==> src/rtl/ppsgen_pkg.sv <==
package ppsgen_pkg;

  typedef enum logic [1:0] {
    RATE_1   = 2'b00,
    RATE_10  = 2'b01,
    RATE_100 = 2'b10,
    RATE_1K  = 2'b11
  } rate_e;

  // strobes from datapath to control
  typedef struct packed {
    logic epoch;    // last cycle of a reference period
    logic refNext;  // value refPps takes at the next edge
    logic offNext;  // value ofsPps takes at the next edge
  } dpStrobe_t;

  function automatic int unsigned periodOf(int unsigned base, rate_e r);
    case (r)
      RATE_1:   return base;
      RATE_10:  return base / 10;
      RATE_100: return base / 100;
      default:  return base / 1000;
    endcase
  endfunction

endpackage

==> src/rtl/ppsgen_ctrl.sv <==
module ppsgen_ctrl
  import ppsgen_pkg::*;
#(
  parameter int unsigned BASE_CYC = 200_000_000,
  parameter int unsigned OFS_W    = 28,
  parameter int unsigned FINE_W   = 10,
  parameter int unsigned PH_W     = 28
) (
  input  logic              clk,
  input  logic              rst,
  input  logic              sclk,
  input  logic              sdata,
  input  logic              sload,
  input  dpStrobe_t         dpSt,
  output rate_e             rate,
  output logic [PH_W-1:0]   coarse,
  output logic [FINE_W-1:0] fine
);
  localparam int unsigned FRAME_W = 2 + OFS_W + FINE_W;
  localparam int unsigned CW      = (OFS_W > PH_W) ? OFS_W : PH_W;

  logic [2:0]         sclkSync, loadSync;
  logic [1:0]         dataSync;
  logic [FRAME_W-1:0] shreg;
  rate_e              pendRate;
  logic [OFS_W-1:0]   pendCoarse;
  logic [FINE_W-1:0]  pendFine, fineHold;
  logic               pendValid, finePend;
  logic               shiftEn, loadEn, apply, quiet;

  function automatic logic [PH_W-1:0] reduceOfs(logic [OFS_W-1:0] v, rate_e r);
    logic [CW-1:0] ext, per;
    ext = CW'(v);
    per = CW'(periodOf(BASE_CYC, r));
    return PH_W'(ext % per);
  endfunction

  assign shiftEn = sclkSync[1] & ~sclkSync[2];
  assign loadEn  = loadSync[1] & ~loadSync[2];
  assign apply   = dpSt.epoch & pendValid;
  assign quiet   = ~dpSt.refNext & ~dpSt.offNext;

  // host port sampling and shifting
  always_ff @(posedge clk) begin
    if (rst) begin
      sclkSync <= '0;
      loadSync <= '0;
      dataSync <= '0;
      shreg    <= '0;
    end else begin
      sclkSync <= {sclkSync[1:0], sclk};
      loadSync <= {loadSync[1:0], sload};
      dataSync <= {dataSync[0], sdata};
      if (shiftEn) shreg <= {shreg[FRAME_W-2:0], dataSync[1]};
    end
  end

  // pending frame, applied on the epoch
  always_ff @(posedge clk) begin
    if (rst) begin
      pendRate   <= RATE_1;
      pendCoarse <= '0;
      pendFine   <= '0;
      pendValid  <= 1'b0;
      rate       <= RATE_1;
      coarse     <= '0;
      fineHold   <= '0;
      finePend   <= 1'b0;
      fine       <= '0;
    end else begin
      if (loadEn) begin
        pendRate   <= rate_e'(shreg[FRAME_W-1 -: 2]);
        pendCoarse <= shreg[FINE_W +: OFS_W];
        pendFine   <= shreg[FINE_W-1:0];
        pendValid  <= 1'b1;
      end else if (dpSt.epoch) begin
        pendValid  <= 1'b0;
      end

      if (apply) begin
        rate     <= pendRate;
        coarse   <= reduceOfs(pendCoarse, pendRate);
        fineHold <= pendFine;
        finePend <= 1'b1;
      end else if (finePend && quiet) begin
        fine     <= fineHold;
        finePend <= 1'b0;
      end
    end
  end

  // live rate moves only on a reference epoch
  a_r5_rate_on_epoch: assert property (@(posedge clk) disable iff (rst)
    !$stable(rate) |-> $past(dpSt.epoch));

  // live coarse offset is always inside the live period
  a_r3_coarse_in_period: assert property (@(posedge clk) disable iff (rst)
    CW'(coarse) < CW'(periodOf(BASE_CYC, rate)));

endmodule

==> src/rtl/ppsgen_dp.sv <==
module ppsgen_dp
  import ppsgen_pkg::*;
#(
  parameter int unsigned BASE_CYC  = 200_000_000,
  parameter int unsigned PH_W      = 28,
  parameter int unsigned PULSE_CYC = 4000
) (
  input  logic            clk,
  input  logic            rst,
  input  rate_e           rate,
  input  logic [PH_W-1:0] coarse,
  output dpStrobe_t       dpSt,
  output logic            refOut,
  output logic            offOut
);
  localparam int unsigned PW_W = $clog2(PULSE_CYC + 1);

  logic [PH_W-1:0] phase, period;
  logic            lastHit, offStart, refNext, offNext;
  logic [PW_W-1:0] offCnt;

  assign period   = PH_W'(periodOf(BASE_CYC, rate));
  assign offStart = (phase == coarse);
  assign offNext  = offStart | (offCnt != '0);
  assign refNext  = (phase < PH_W'(PULSE_CYC));

  assign dpSt.epoch   = lastHit;
  assign dpSt.refNext = refNext;
  assign dpSt.offNext = offNext;

  always_ff @(posedge clk) begin
    if (rst) begin
      phase   <= '0;
      lastHit <= 1'b0;
      offCnt  <= '0;
      refOut  <= 1'b0;
      offOut  <= 1'b0;
    end else begin
      // terminal compare is registered, so it looks one count ahead
      lastHit <= (phase == period - PH_W'(2));
      phase   <= lastHit ? '0 : phase + PH_W'(1);
      if (offStart)          offCnt <= PW_W'(PULSE_CYC - 1);
      else if (offCnt != '0) offCnt <= offCnt - PW_W'(1);
      refOut  <= refNext;
      offOut  <= offNext;
    end
  end

  a_r1_phase_bound: assert property (@(posedge clk) disable iff (rst)
    phase < period);

  a_r1_hit_at_end: assert property (@(posedge clk) disable iff (rst)
    lastHit |-> (phase == period - PH_W'(1)));

  a_r2_width_bound: assert property (@(posedge clk) disable iff (rst)
    offCnt < PW_W'(PULSE_CYC));

  a_r7_reset_clear: assert property (@(posedge clk) disable iff (rst)
    $past(rst) |-> (!refOut && !offOut && phase == '0));

endmodule

==> src/rtl/ppsgen_top.sv <==
module ppsgen_top
  import ppsgen_pkg::*;
#(
  parameter int unsigned BASE_CYC  = 200_000_000,
  parameter int unsigned OFS_W     = 28,
  parameter int unsigned FINE_W    = 10,
  parameter int unsigned PULSE_CYC = 4000
) (
  input  logic              clk,
  input  logic              rst,
  input  logic              sclk,
  input  logic              sdata,
  input  logic              sload,
  output logic              refPps,
  output logic              ofsPps,
  output logic [FINE_W-1:0] fineCode
);
  localparam int unsigned PH_W = $clog2(BASE_CYC);

  rate_e           rate;
  logic [PH_W-1:0] coarse;
  dpStrobe_t       dpSt;

  ppsgen_ctrl #(
    .BASE_CYC(BASE_CYC), .OFS_W(OFS_W), .FINE_W(FINE_W), .PH_W(PH_W)
  ) uCtrl (
    .clk(clk), .rst(rst), .sclk(sclk), .sdata(sdata), .sload(sload),
    .dpSt(dpSt), .rate(rate), .coarse(coarse), .fine(fineCode)
  );

  ppsgen_dp #(
    .BASE_CYC(BASE_CYC), .PH_W(PH_W), .PULSE_CYC(PULSE_CYC)
  ) uDp (
    .clk(clk), .rst(rst), .rate(rate), .coarse(coarse),
    .dpSt(dpSt), .refOut(refPps), .offOut(ofsPps)
  );

  // interpolator word never moves under a high pulse
  a_r6_fine_quiet: assert property (@(posedge clk) disable iff (rst)
    !$stable(fineCode) |-> (!refPps && !ofsPps));

endmodule

==> config.mk <==
export PLATFORM = sky130hd
export DESIGN_NAME = ppsgen_top
export DESIGN_NICKNAME = d
export VERILOG_FILES = /design/src/rtl/ppsgen_pkg.sv /design/src/rtl/ppsgen_ctrl.sv /design/src/rtl/ppsgen_dp.sv /design/src/rtl/ppsgen_top.sv
export SDC_FILE = /design/constraint.sdc
export NUM_CORES = 1
export LEC_CHECK = 0
export BUFFER_PORTS_ARGS = -buffer_cell sky130_fd_sc_hd__clkbuf_2
export CAP_MARGIN = 10
export CORE_UTILIZATION = 50
export CTS_CLUSTER_DIAMETER = 200
export DETAILED_ROUTE_END_ITERATION = 16
export PLACE_DENSITY = 0.68
export SYNTH_ARGS = -nofsm -noshare
export SYNTH_HDL_FRONTEND = slang
export SYNTH_HIERARCHICAL = 1
export SYNTH_SLANG_ARGS = --single-unit
==> constraint.sdc <==
create_clock -name clk -period 43.7 [get_ports clk]
set_input_delay 8.74 -clock clk [delete_from_list [all_inputs] [get_ports clk]]
set_output_delay 8.74 -clock clk [all_outputs]
set_load 0.005 [all_outputs]
==> results of run 1 <==
[sequential cells by signal, indices dropped and copies added (netlist names)]
register,cells
uDp/refOut,1
uCtrl/pendRate,2
uCtrl/fine,10
uCtrl/loadSync,3
uCtrl/pendValid,1
uCtrl/finePend,1
uDp/offOut,1
uCtrl/shreg,40
uDp/offCnt,12
uCtrl/coarse,28
uDp/lastHit,1
uCtrl/pendCoarse,28
uDp/phase,28
uCtrl/dataSync,2
uCtrl/sclkSync,3
uCtrl/rate,2
uCtrl/pendFine,10
uCtrl/fineHold,10
[cells by family (layout without fill, tap and decap cells)]
| group | count (synthesis) | after routing | synth area share |
|---|---|---|---|
| flops | 183 | 183 | 0.183 |
| compound gates | 698 | 699 | 0.231 |
| mux | 94 | 94 | 0.0506 |
| fa+ha+maj | 245 | 245 | 0.153 |
| simple gates | 1064 | 1064 | 0.262 |
| buf+inv | 186 | 201 | 0.0376 |
| xor+xnor | 191 | 191 | 0.0835 |
[cells in the mapped netlist (4+ instances only)]
cell type	number
sky130_fd_sc_hd__a211o_1	7
sky130_fd_sc_hd__a211oi_1	31
sky130_fd_sc_hd__a21o_1	47
sky130_fd_sc_hd__a21oi_1	254
sky130_fd_sc_hd__a221oi_1	4
sky130_fd_sc_hd__a31o_2	6
sky130_fd_sc_hd__a31oi_1	20
sky130_fd_sc_hd__and2_1	17
sky130_fd_sc_hd__and3_1	24
sky130_fd_sc_hd__and4_1	9
sky130_fd_sc_hd__buf_1	8
sky130_fd_sc_hd__buf_2	10
sky130_fd_sc_hd__buf_4	5
sky130_fd_sc_hd__clkbuf_1	95
sky130_fd_sc_hd__dfxtp_1	183
sky130_fd_sc_hd__ha_1	245
sky130_fd_sc_hd__inv_1	64
sky130_fd_sc_hd__mux2_2	49
sky130_fd_sc_hd__mux2i_1	41
sky130_fd_sc_hd__nand2_1	368
sky130_fd_sc_hd__nand2b_1	42
sky130_fd_sc_hd__nand3_1	53
sky130_fd_sc_hd__nand3b_1	8
sky130_fd_sc_hd__nand4_1	54
sky130_fd_sc_hd__nand4b_1	7
sky130_fd_sc_hd__nor2_1	219
sky130_fd_sc_hd__nor2b_1	43
sky130_fd_sc_hd__nor3_1	98
sky130_fd_sc_hd__nor3b_1	12
sky130_fd_sc_hd__nor4_1	20
sky130_fd_sc_hd__o211a_1	4
sky130_fd_sc_hd__o211ai_1	12
sky130_fd_sc_hd__o21a_1	75
sky130_fd_sc_hd__o21ai_0	99
sky130_fd_sc_hd__o21ai_1	4
sky130_fd_sc_hd__o21bai_1	12
sky130_fd_sc_hd__o31a_1	10
sky130_fd_sc_hd__o31ai_1	41
sky130_fd_sc_hd__o31ai_4	4
sky130_fd_sc_hd__or2_2	10
sky130_fd_sc_hd__or3_1	24
sky130_fd_sc_hd__or4_1	12
sky130_fd_sc_hd__xnor2_1	103
sky130_fd_sc_hd__xor2_1	88
[metal layers]
metal  vias up  global-route usage
met5         -                   0
met4         0              0.0674
met3        67              0.0285
met2       424               0.451
met1      9238               0.362
li1       9678                   -
[cells in the final DEF, fill, tap and decap left out, drive strengths merged, types with 7 or more instances in the layout]
cell	synthesis	final
nor2b	43	43
a31oi	20	20
o31ai	48	48
o21ai	106	106
and2	21	21
nand4b	7	7
nand2	369	369
xnor2	103	103
ha	245	245
clkbuf	96	33
nor2	222	222
a21o	47	47
and4	12	12
o31a	10	11
a211oi	34	34
a21oi	255	255
nand2b	43	43
nand4	54	54
or3	25	25
xor2	88	88
nand3	57	57
mux2	53	53
dfxtp	183	183
o21bai	13	13
or4	14	14
a211o	7	7
mux2i	41	41
or2	13	13
inv	64	69
o211ai	13	13
nand3b	8	8
and3	27	27
buf	26	90
nor3b	13	13
o21a	75	75
nor3	98	98
nor4	20	20
[how the worst max path moves through the flow]
stage / cells past startpoint / from / end
5_1_grt: 225 / uCtrl/pendRate[0] / uCtrl/coarse[26]
2_1_floorplan: 235 / uCtrl/pendRate[0] / uCtrl/coarse[26]
3_3_place_gp: 206 / uCtrl/pendRate[0] / uCtrl/coarse[15]
3_5_place_dp: 215 / uCtrl/pendRate[0] / uCtrl/coarse[7]
4_1_cts: 213 / uCtrl/pendRate[0] / uCtrl/coarse[7]
6_report: 213 / uCtrl/pendRate[0] / uCtrl/coarse[26]
[critical path: cells and delay by family (launching register included)]
kind	cells	cell delay (ns)
buffers and inverters	15	1.45
AOI/OAI and AO/OA	100	19.01
DFF	1	0.47
and+or+nand+nor	74	13.27
xor gates and xnor gates	1	0.16
muxes	4	1.20
adders and majority gates	19	5.93
[what timing repair did]
action | in CTS | in global routing
gates cloned | 0 | 1
resized for setup | 12 | 109
pin swaps | 0 | 22
setup endpoints to repair | 22 | 22
buffers inserted | 0 | 31
[per-stage QoR]
step / util / hold slack [ns] / worst slack [ns] / power (mW)
floorplan: - / 0.414 / 0.00917 / 0.185
global placement: 0.532 / 0.428 / 0.574 / 0.188
detailed placement: 0.532 / 0.428 / -0.997 / 0.188
CTS: 0.548 / 0.447 / 0.0853 / 0.339
global route: 0.567 / 0.469 / -0.520 / 0.349
finish: 0.567 / 0.443 / 2.04 / 0.336
[layout make-up]
| type | instances | share of cell area |
|---|---|---|
| Clock buffer | 18 | 0.0194 |
| Clock inverter | 14 | 0.00706 |
| Inverter | 64 | 0.0111 |
| Sequential cell | 183 | 0.166 |
| Tap cell | 518 | 0.0293 |
| Timing Repair Buffer | 105 | 0.0351 |
| Multi-Input combinational cell | 2293 | 0.733 |
[power breakdown]
group / internal (mW) / total (mW) / leakage (nW) / switching, mW
logic: 0.00415 / 0.0132 / 7.63 / 0.00903
registers: 0.169 / 0.171 / 1.48 / 0.00223
clock network: 0.0765 / 0.152 / 0.280 / 0.0753
total: 0.249 / 0.336 / 9.39 / 0.0865
==> results.md, run 1 <==
* Run status: completed
* Number of sinks on the clock net at 183
* Worst EP required at between 40 and 50 ns
* Setup-failing EPs final at 0
* Final-report hold violation count at 0
* Fin crit share at 0.953
* Number of warning messages in the yosys log at 6
* Met1 wire length at ~27 mm
* Total area of sequential cells at 0.00367 mm^2
* Number of placed I/O pins at 17
* Top layer used by detailed routing: met4
* Avg WL per Cell at around 18 um
* Final #Nets at about 2900
* Met2 WL at between 20 and 30 mm
* TritonCTS clock tree: built
* Register-to-Register Setup Slack at a little over 2 ns
* Filler instances at 3704
* Share of final-layout standard cells stronger than drive strength 1 at 0.135
* Area of the die at 0.0409 mm^2
* Cell chosen for the clock root: sky130_fd_sc_hd__clkbuf_16
* Library cell with the largest summed area after synthesis: sky130_fd_sc_hd__dfxtp_1
* Worst Hold Path EP: uCtrl/sclkSync[1]
* Worst Hold Class: flop to flop
* Area overhead of the layout relative to synthesis at 10.5%
* Category of the worst setup path capture point: flop
* CTS buffer count at 17
* Initial antenna violation count at 0
* Worst slew margin relative to its limit at 0.348
* Placed cell area at 0.0208 mm^2
* Post-layout instance count excluding filler cells at around 3200
* Worst vdd ir at around 22 uV
* Max-cap violation count at 0
* Clock-pin slew on the worst setup and hold paths at around 0.080 ns
* Post-detailed-routing wire length at 56.6 mm
* Port buffer count at 16
* Slew @ Worst Pin at approximately 0.98 ns
* Type of origin of the critical path: flop
* Clock network latency to the later pin of the worst-skew pair at between 0.4 and 0.5 ns
* Synthesized cell area at approximately 0.020 mm^2
* Async set-or-reset flop fraction in the synthesized netlist at 0
* Count of vias placed by the detailed router at about 19000
* Share of synthesized area occupied by flip-flops and latches at 0.183
* Predominant post-synthesis flop cell: sky130_fd_sc_hd__dfxtp_1
* Nets in the synthesized netlist at 2911
* Leak at between 9 and 10 nW
* Number of flops mapped to enable cells by yosys at 0
* Average instance area after synthesis at between 7 and 8 um^2
* Maximum number of pins on one net before global-route repair at 92
* Weighted congestion at the end of routability-driven global placement at between 0.9 and 1
* Vertical extent of the die at 202 um
* Leading post-synthesis cells by cell area: sky130_fd_sc_hd__dfxtp_1, sky130_fd_sc_hd__ha_1, sky130_fd_sc_hd__nand2_1, sky130_fd_sc_hd__a21oi_1, sky130_fd_sc_hd__xnor2_1
* CP max stage cell: sky130_fd_sc_hd__or4_4
* Area of combinational cells with multiple inputs at 0.0162 mm^2
* First-iteration detailed-routing DRC count at 1277
* Post-DP HPWL at 41.4 mm
* Total track usage at 0.267
* Tmin final at between 40 and 50 ns
* Cell repeated most along the worst path: sky130_fd_sc_hd__o21a_1
* Register bit total from synthesis at ~180
* Final-layout setup total negative slack at 0 ns
* Startpoint of the lowest-slack register-to-register path: uCtrl/pendRate[0]
* Cell count after placement at 3131
* Number of buffers inserted for hold repair after clock tree synthesis at 0
* Yosys top cell area share at 0.183
* Worst Min Path Start: uCtrl/sclkSync[0]
* Vias in the first global route at around 18000
* Mean number of vias per cell at just over 6
* Slew Viols, Final at 0
* Antenna-violating nets left at 0
* Pwr/cell area at 15.2 mW/mm^2
* Count of cell types in the netlist at about 120
* Number of H-tree branching levels at 4
* Total length of routed met3 wires at slightly above 2 mm
* Final instance area at 0.0222 mm^2
* DRC viols at 0
* Endpoint of the worst register-to-register path: uCtrl/coarse[26]
* Overall overflow remaining after global route at 0
* Die extent in x at just over 200 um
* Mapped Cells at approximately 2700
* Starting utilization of the core area at 0.513
* Biggest cell delay along the critical path at roughly 0.56 ns
* Number of buffers on the longest clock path at 2
* Diodes inserted at 0
* Reg2reg path depth at 213
* Max frequency at ~24 MHz
* Signal arrival time at the worst endpoint at between 40 and 50 ns
* Worst clock skew on the final layout at between 0.01 and 0.015 ns
* Count of TritonRoute iterations in the first routing pass at 5
* Largest fanout on the critical path at 14
* Placeable core area at between 0.03 and 0.04 mm^2
* Placement row count at 72
* Worst setup path class: flop to flop
* First-pass GRT wire length at 90.8 mm
* Hold-critical path depth at 1
(Power assumes the default switching activity.)
==> run 2, diff against run 1 <==
PLACE_DENSITY = 0.65   (was 0.68)
clock period = 52.3 ns   (was 43.7 ns; I/O delays follow)
==> run 2 against run 1 <==
Net effect:
- clock skew grew 0.012 ns
- critical endpoint unchanged
- count of clock-buffer cells in the layout fell by 1
- flip-flop and latch count stayed put
- sequential power shrank 16%
- wire length down 3.3%
- total power decreased by 13%
==> results.md, run 2 (synthesized netlist as in run 1, its figures left out) <==
* Post-detailed-routing wire length at around 55 mm
* Placement row count at 72
* Clock network fraction of design power at 0.471
* Count of TritonRoute iterations in the first routing pass at 6
* Slew Viols, Final at 0
* Total of cells resized after clock tree synthesis at 0
* Final-report hold violation count at 0
* Starting utilization of the core area at 0.513
* Final #Nets at around 2800
* Placeable core area at ~0.039 mm^2
* Setup-failing EPs final at 0
* Total track usage at 0.266
* Sw frac at 0.271
* Worst clock skew on the final layout at ~0.025 ns
* Overall overflow remaining after global route at 0
* First-pass GRT wire length at approximately 90 mm
* Worst setup path class: flop to flop
* Area overhead of the layout relative to synthesis at 5.29%
* Avg WL per Cell at approximately 18 um
* Worst slew margin relative to its limit at 0.283
* Count of vias placed by the detailed router at around 19000
* Vertical extent of the die at approximately 200 um
* Pwr/cell area at 13.8 mW/mm^2
* DRC viols at 0
* Type of origin of the critical path: flop
* Worst EP required at roughly 53 ns
* Fin util at 0.540
* Share of final-layout standard cells stronger than drive strength 1 at 0.0783
* Placed cell area at ~0.020 mm^2
* Clock network latency to the later pin of the worst-skew pair at ~0.45 ns
* Signal arrival time at the worst endpoint at approximately 49 ns
* Most common cell after layout, fill and taps aside: sky130_fd_sc_hd__nand2_1
* Die extent in x at 202 um
* Fin crit share at 0.929
* Biggest cell delay along the critical path at 0.66 ns
* Vias in the first global route at about 18000
* Post-DP HPWL at 41.3 mm
* Worst vdd ir at between 20 and 25 uV
* Diodes inserted at 0
* Internal at between 0.2 and 0.25 mW
* Number of H-tree branching levels at 4
* Maximum number of pins on one net before global-route repair at 84
* Filler instances at 3823
* Number of placed I/O pins at 17
* CP max stage cell: sky130_fd_sc_hd__or4_1
* Largest fanout on the critical path at 31
* Cell chosen for the clock root: sky130_fd_sc_hd__clkbuf_16
* TritonCTS clock tree: built
* Number of buffers on the longest clock path at 2
* Antenna-violating nets left at 0
* Flip-flop count of the largest register, all copies and words added at 40
* Final Power at approximately 0.29 mW
* Final-layout setup total negative slack at 0 ns
* Final instance area at 0.0211 mm^2
* Port buffer count at 16
* Weighted congestion at the end of routability-driven global placement at approximately 0.9
* Clock-pin slew on the worst setup and hold paths at roughly 0.09 ns
* Buffer count from post-CTS setup fixing at 0
* Max frequency at about 21 MHz
* Cell repeated most along the worst path: sky130_fd_sc_hd__o21a_1
* CTS buffer count at 17
* Logic gate share of total power at 0.038
* Number of sinks on the clock net at between 150 and 200
* Initial antenna violation count at 0
* Unrepaired setup endpoints after global routing: false
* Worst Hold Class: flop to flop
* Commonest cells after routing, fill and taps aside: sky130_fd_sc_hd__nand2_1, sky130_fd_sc_hd__a21oi_1, sky130_fd_sc_hd__ha_1, sky130_fd_sc_hd__nor2_1, sky130_fd_sc_hd__dfxtp_1
* Run status: completed
* Fraction of power consumed by sequential logic at 0.491
* Net switching power figure at just under 0.08 mW
* Number of buffers inserted for hold repair after clock tree synthesis at 0
* Tmin final at ~50 ns
* Mean number of vias per cell at 6.08
* First-iteration detailed-routing DRC count at 1154
* Register with the most flip-flops: uCtrl/shreg
* Category of the worst setup path capture point: flop
* Leak at between 8 and 9 nW
* Area of the die at approximately 0.041 mm^2
* Slew @ Worst Pin at between 1 and 1.5 ns
* Max-cap violation count at 0
==> run 2: layout make-up <==
cell class | instances | area (um^2) | area share
clock buffer | 17 | 425 | 0.0202
clock inverter | 15 | 220 | 0.0104
inverter | 64 | 240 | 0.0114
multi-input combinational | 2292 | 15700 | 0.743
sequential | 183 | 3660 | 0.174
tap | 518 | 648 | 0.0307
timing repair buffer | 35 | 225 | 0.0107
==> run 2: path summary, 6_finish.rpt <==
path / start / end / slack (ns) / cells after the start
worst min register to register: uCtrl/dataSync[1] / uCtrl/shreg[0] / 0.44 / 2
worst min-delay path: uCtrl/dataSync[1] / uCtrl/shreg[0] / 0.44 / 2
worst max-delay path: uCtrl/pendRate[0] / uCtrl/coarse[26] / 3.69 / 213
worst max register to register: uCtrl/pendRate[0] / uCtrl/coarse[26] / 3.69 / 213
==> run 2: per-stage QoR <==
step	hold slack [ns]	cells	setup slack [ns]
2_1_floorplan	0.414	2661	6.84
3_3_place_gp	0.427	3092	4.93
3_5_place_dp	0.430	3092	3.39
4_1_cts	0.447	3124	3.16
5_1_grt	0.468	3124	0.0408
6_report	0.439	3124	3.69
==> run 2: layer usage <==
metal	GRT usage	share of wire
met1	0.359	0.47
met2	0.442	0.45
met3	0.0263	0.047
met4	0.0854	0.028
met5	0	0
==> run 2: worst max-delay path: cells and delay by family, from the launching register on <==
kind,cells,cell delay [ns]
and+or+nand+nor,69,14.97
adders and majority gates,18,5.66
muxes,4,1.33
DFF,1,0.49
AOI/OAI and AO/OA,108,24.40
buffers and inverters,14,1.62
==> run 2: power by group through the flow <==
stage | Combinational, mW | Sequential [mW] | Clock (mW)
after floorplan | 0.00866 | 0.146 | 0
after global placement | 0.0108 | 0.146 | 0
after detailed placement | 0.0109 | 0.146 | 0
after CTS | 0.0111 | 0.143 | 0.140
after global routing | 0.0125 | 0.143 | 0.147
final | 0.0110 | 0.143 | 0.137
==> run 3, diff against run 2 <==
CORE_MARGIN = 8   (was unset)
==> run 3 against run 2 <==
Net effect:
- cell count increased by 0.22%
- sequential power about the same
- global-route usage decreased by 3.7 points
- count of clock-buffer cells in the layout increased by 1
- total power increased by 0.77%
- die area increased by 14%
- sequential share of layout area about the same
- non-clock buffer count unchanged
- register-to-register slack improved by 0.47 ns
- design area about the same
- clock power about the same
==> results.md, run 3 (synthesized netlist as in run 1, its figures left out) <==
* Max-cap violation count at 0
* Final-layout setup total negative slack at 0 ns
* Die extent in x at approximately 220 um
* Largest fanout on the critical path at 31
* Number of buffers on the longest clock path at 2
* Filler instances at about 3800
* Worst clock skew on the final layout at approximately 0.014 ns
* Count of vias placed by the detailed router at between 15000 and 20000
* Pwr/cell area at ~14 mW/mm^2
* Vias in the first global route at ~18000
* Vertical extent of the die at 216 um
* Crit path max-delay family: compound AO/OA/AOI/OAI gates
* Cell chosen for the clock root: sky130_fd_sc_hd__clkbuf_16
* Worst slew margin relative to its limit at 0.338
* Final #Nets at about 2800
* Commonest cells after routing, fill and taps aside: sky130_fd_sc_hd__nand2_1, sky130_fd_sc_hd__a21oi_1, sky130_fd_sc_hd__ha_1, sky130_fd_sc_hd__nor2_1, sky130_fd_sc_hd__dfxtp_1
* DRC viols at 0
* Worst setup path class: flop to flop
* Number of buffers inserted for hold repair after clock tree synthesis at 0
* Number of H-tree branching levels at 4
* Area overhead of the layout relative to synthesis at 5.37%
* Met2 routing resource usage after global routing at 0.381
* Fin crit share at 0.920
* Setup-failing EPs final at 0
* Register with the most flip-flops: uCtrl/shreg
* Final Power at ~0.3 mW
* Slew @ Worst Pin at 0.993 ns
* First-pass GRT wire length at 90.7 mm
* Crit path buffers/inverters at 13
* Clock network latency to the later pin of the worst-skew pair at approximately 0.44 ns
* Clock-pin slew on the worst setup and hold paths at roughly 0.08 ns
* Type of origin of the critical path: flop
* Initial antenna violation count at 0
* Antenna-violating nets left at 0
* First-iteration detailed-routing DRC count at roughly 1400
* Post-detailed-routing wire length at between 50 and 60 mm
* Unrepaired setup endpoints after global routing: false
* Placement row count at 73
* Biggest cell delay along the critical path at 0.62 ns
* Number of placed I/O pins at 17
* Run status: completed
* Starting utilization of the core area at 0.506
* Slew Viols, Final at 0
* Port buffer count at 16
* Number of sinks on the clock net at between 150 and 200
* Count of TritonRoute iterations in the first routing pass at 5
* Total track usage at 0.229
* CP max stage cell: sky130_fd_sc_hd__o32ai_1
* Diodes inserted at 0
* Post-DP HPWL at between 40 and 50 mm
* Met3 track utilization from global routing at 0.0214
* Cell repeated most along the worst path: sky130_fd_sc_hd__o21a_1
* Share of final-layout standard cells stronger than drive strength 1 at 0.0779
* Leak at between 8 and 9 nW
* Most common cell after layout, fill and taps aside: sky130_fd_sc_hd__nand2_1
* CTS buffer count at 17
* Area of the die at 0.0468 mm^2
* Worst Hold Class: flop to flop
* Maximum number of pins on one net before global-route repair at 83
* Flip-flop count of the largest register, all copies and words added at 40
* Buffer count from post-CTS setup fixing at 0
* Mean number of vias per cell at between 6 and 7
* Tmin final at roughly 48 ns
* Category of the worst setup path capture point: flop
* Max frequency at about 21 MHz
* Met1 track utilization from global routing at 0.313
* Placeable core area at 0.0396 mm^2
* Avg WL per Cell at roughly 18 um
* Weighted congestion at the end of routability-driven global placement at a little over 0.9
* Overall overflow remaining after global route at 0
* Final-report hold violation count at 0
* Signal arrival time at the worst endpoint at slightly below 50 ns
* TritonCTS clock tree: built
* Worst vdd ir at 26.0 uV
* Worst EP required at around 53 ns
* GRT busiest layer: met2
run 3: cell types whose count changed in the layout (fill, tap and decap cells not counted):
cell	delta
sky130_fd_sc_hd__inv_16	-1
sky130_fd_sc_hd__bufinv_16	+2
sky130_fd_sc_hd__inv_6	-1
sky130_fd_sc_hd__inv_12	-4
sky130_fd_sc_hd__inv_8	+2
sky130_fd_sc_hd__clkinv_8	+1
sky130_fd_sc_hd__clkbuf_1	+1
run 3: metal layers:
layer,wire (um),part of all wire,up-vias
met5,0,0,-
met1,27000,0.48,8786
met2,25600,0.46,451
met3,2170,0.039,77
li1,-,-,9529
met4,1070,0.019,0
run 3: worst paths after layout:
kind,slack (ns),depth (start not counted),start,end
max,4.16,216,uCtrl/pendRate[0],uCtrl/coarse[13]
min reg2reg,0.44,1,uCtrl/sclkSync[0],uCtrl/sclkSync[1]
max reg2reg,4.16,216,uCtrl/pendRate[0],uCtrl/coarse[13]
min,0.44,1,uCtrl/sclkSync[0],uCtrl/sclkSync[1]
run 3: worst reg2reg max path, delay by kind of cell (launching register included):
kind / cells / cell delay (ns)
flops: 1 / 0.46
fa+ha+maj: 18 / 5.74
compound gates: 109 / 24.46
mux: 5 / 1.70
simple gates: 71 / 14.27
buf+inv: 13 / 1.32
run 3: report_power, final:
part	switching, mW	internal (mW)
sequential	0.00185	0.141
clock	0.0645	0.0748
combinational	0.00759	0.00348
run 3: timing repair:
action / CTS / global route
resized for setup: 0 / 7
endpoints found under the hold margin: 0 / 0
endpoints found under the setup margin: 0 / 22
run 3: layout make-up:
cell class | instances | area, um^2 | area share
sequential | 183 | 3660 | 0.173
timing repair buffer | 35 | 225 | 0.0107
multi-input combinational | 2292 | 15700 | 0.742
clock inverter | 14 | 225 | 0.0107
tap | 525 | 657 | 0.0311
inverter | 64 | 240 | 0.0114
clock buffer | 18 | 429 | 0.0203
run 3: stage by stage:
stage | util | std cells | setup slack [ns] | hold WS [ns] | cell area [um^2]
after floorplan | - | 2661 | 6.84 | 0.414 | 20000
after global placement | 0.516 | 3099 | 4.96 | 0.434 | 20400
after detailed placement | 0.516 | 3099 | 3.65 | 0.427 | 20400
after global routing | 0.533 | 3131 | 0.106 | 0.461 | 21100
after CTS | 0.532 | 3131 | 3.38 | 0.447 | 21100
final | 0.533 | 3131 | 4.16 | 0.442 | 21100
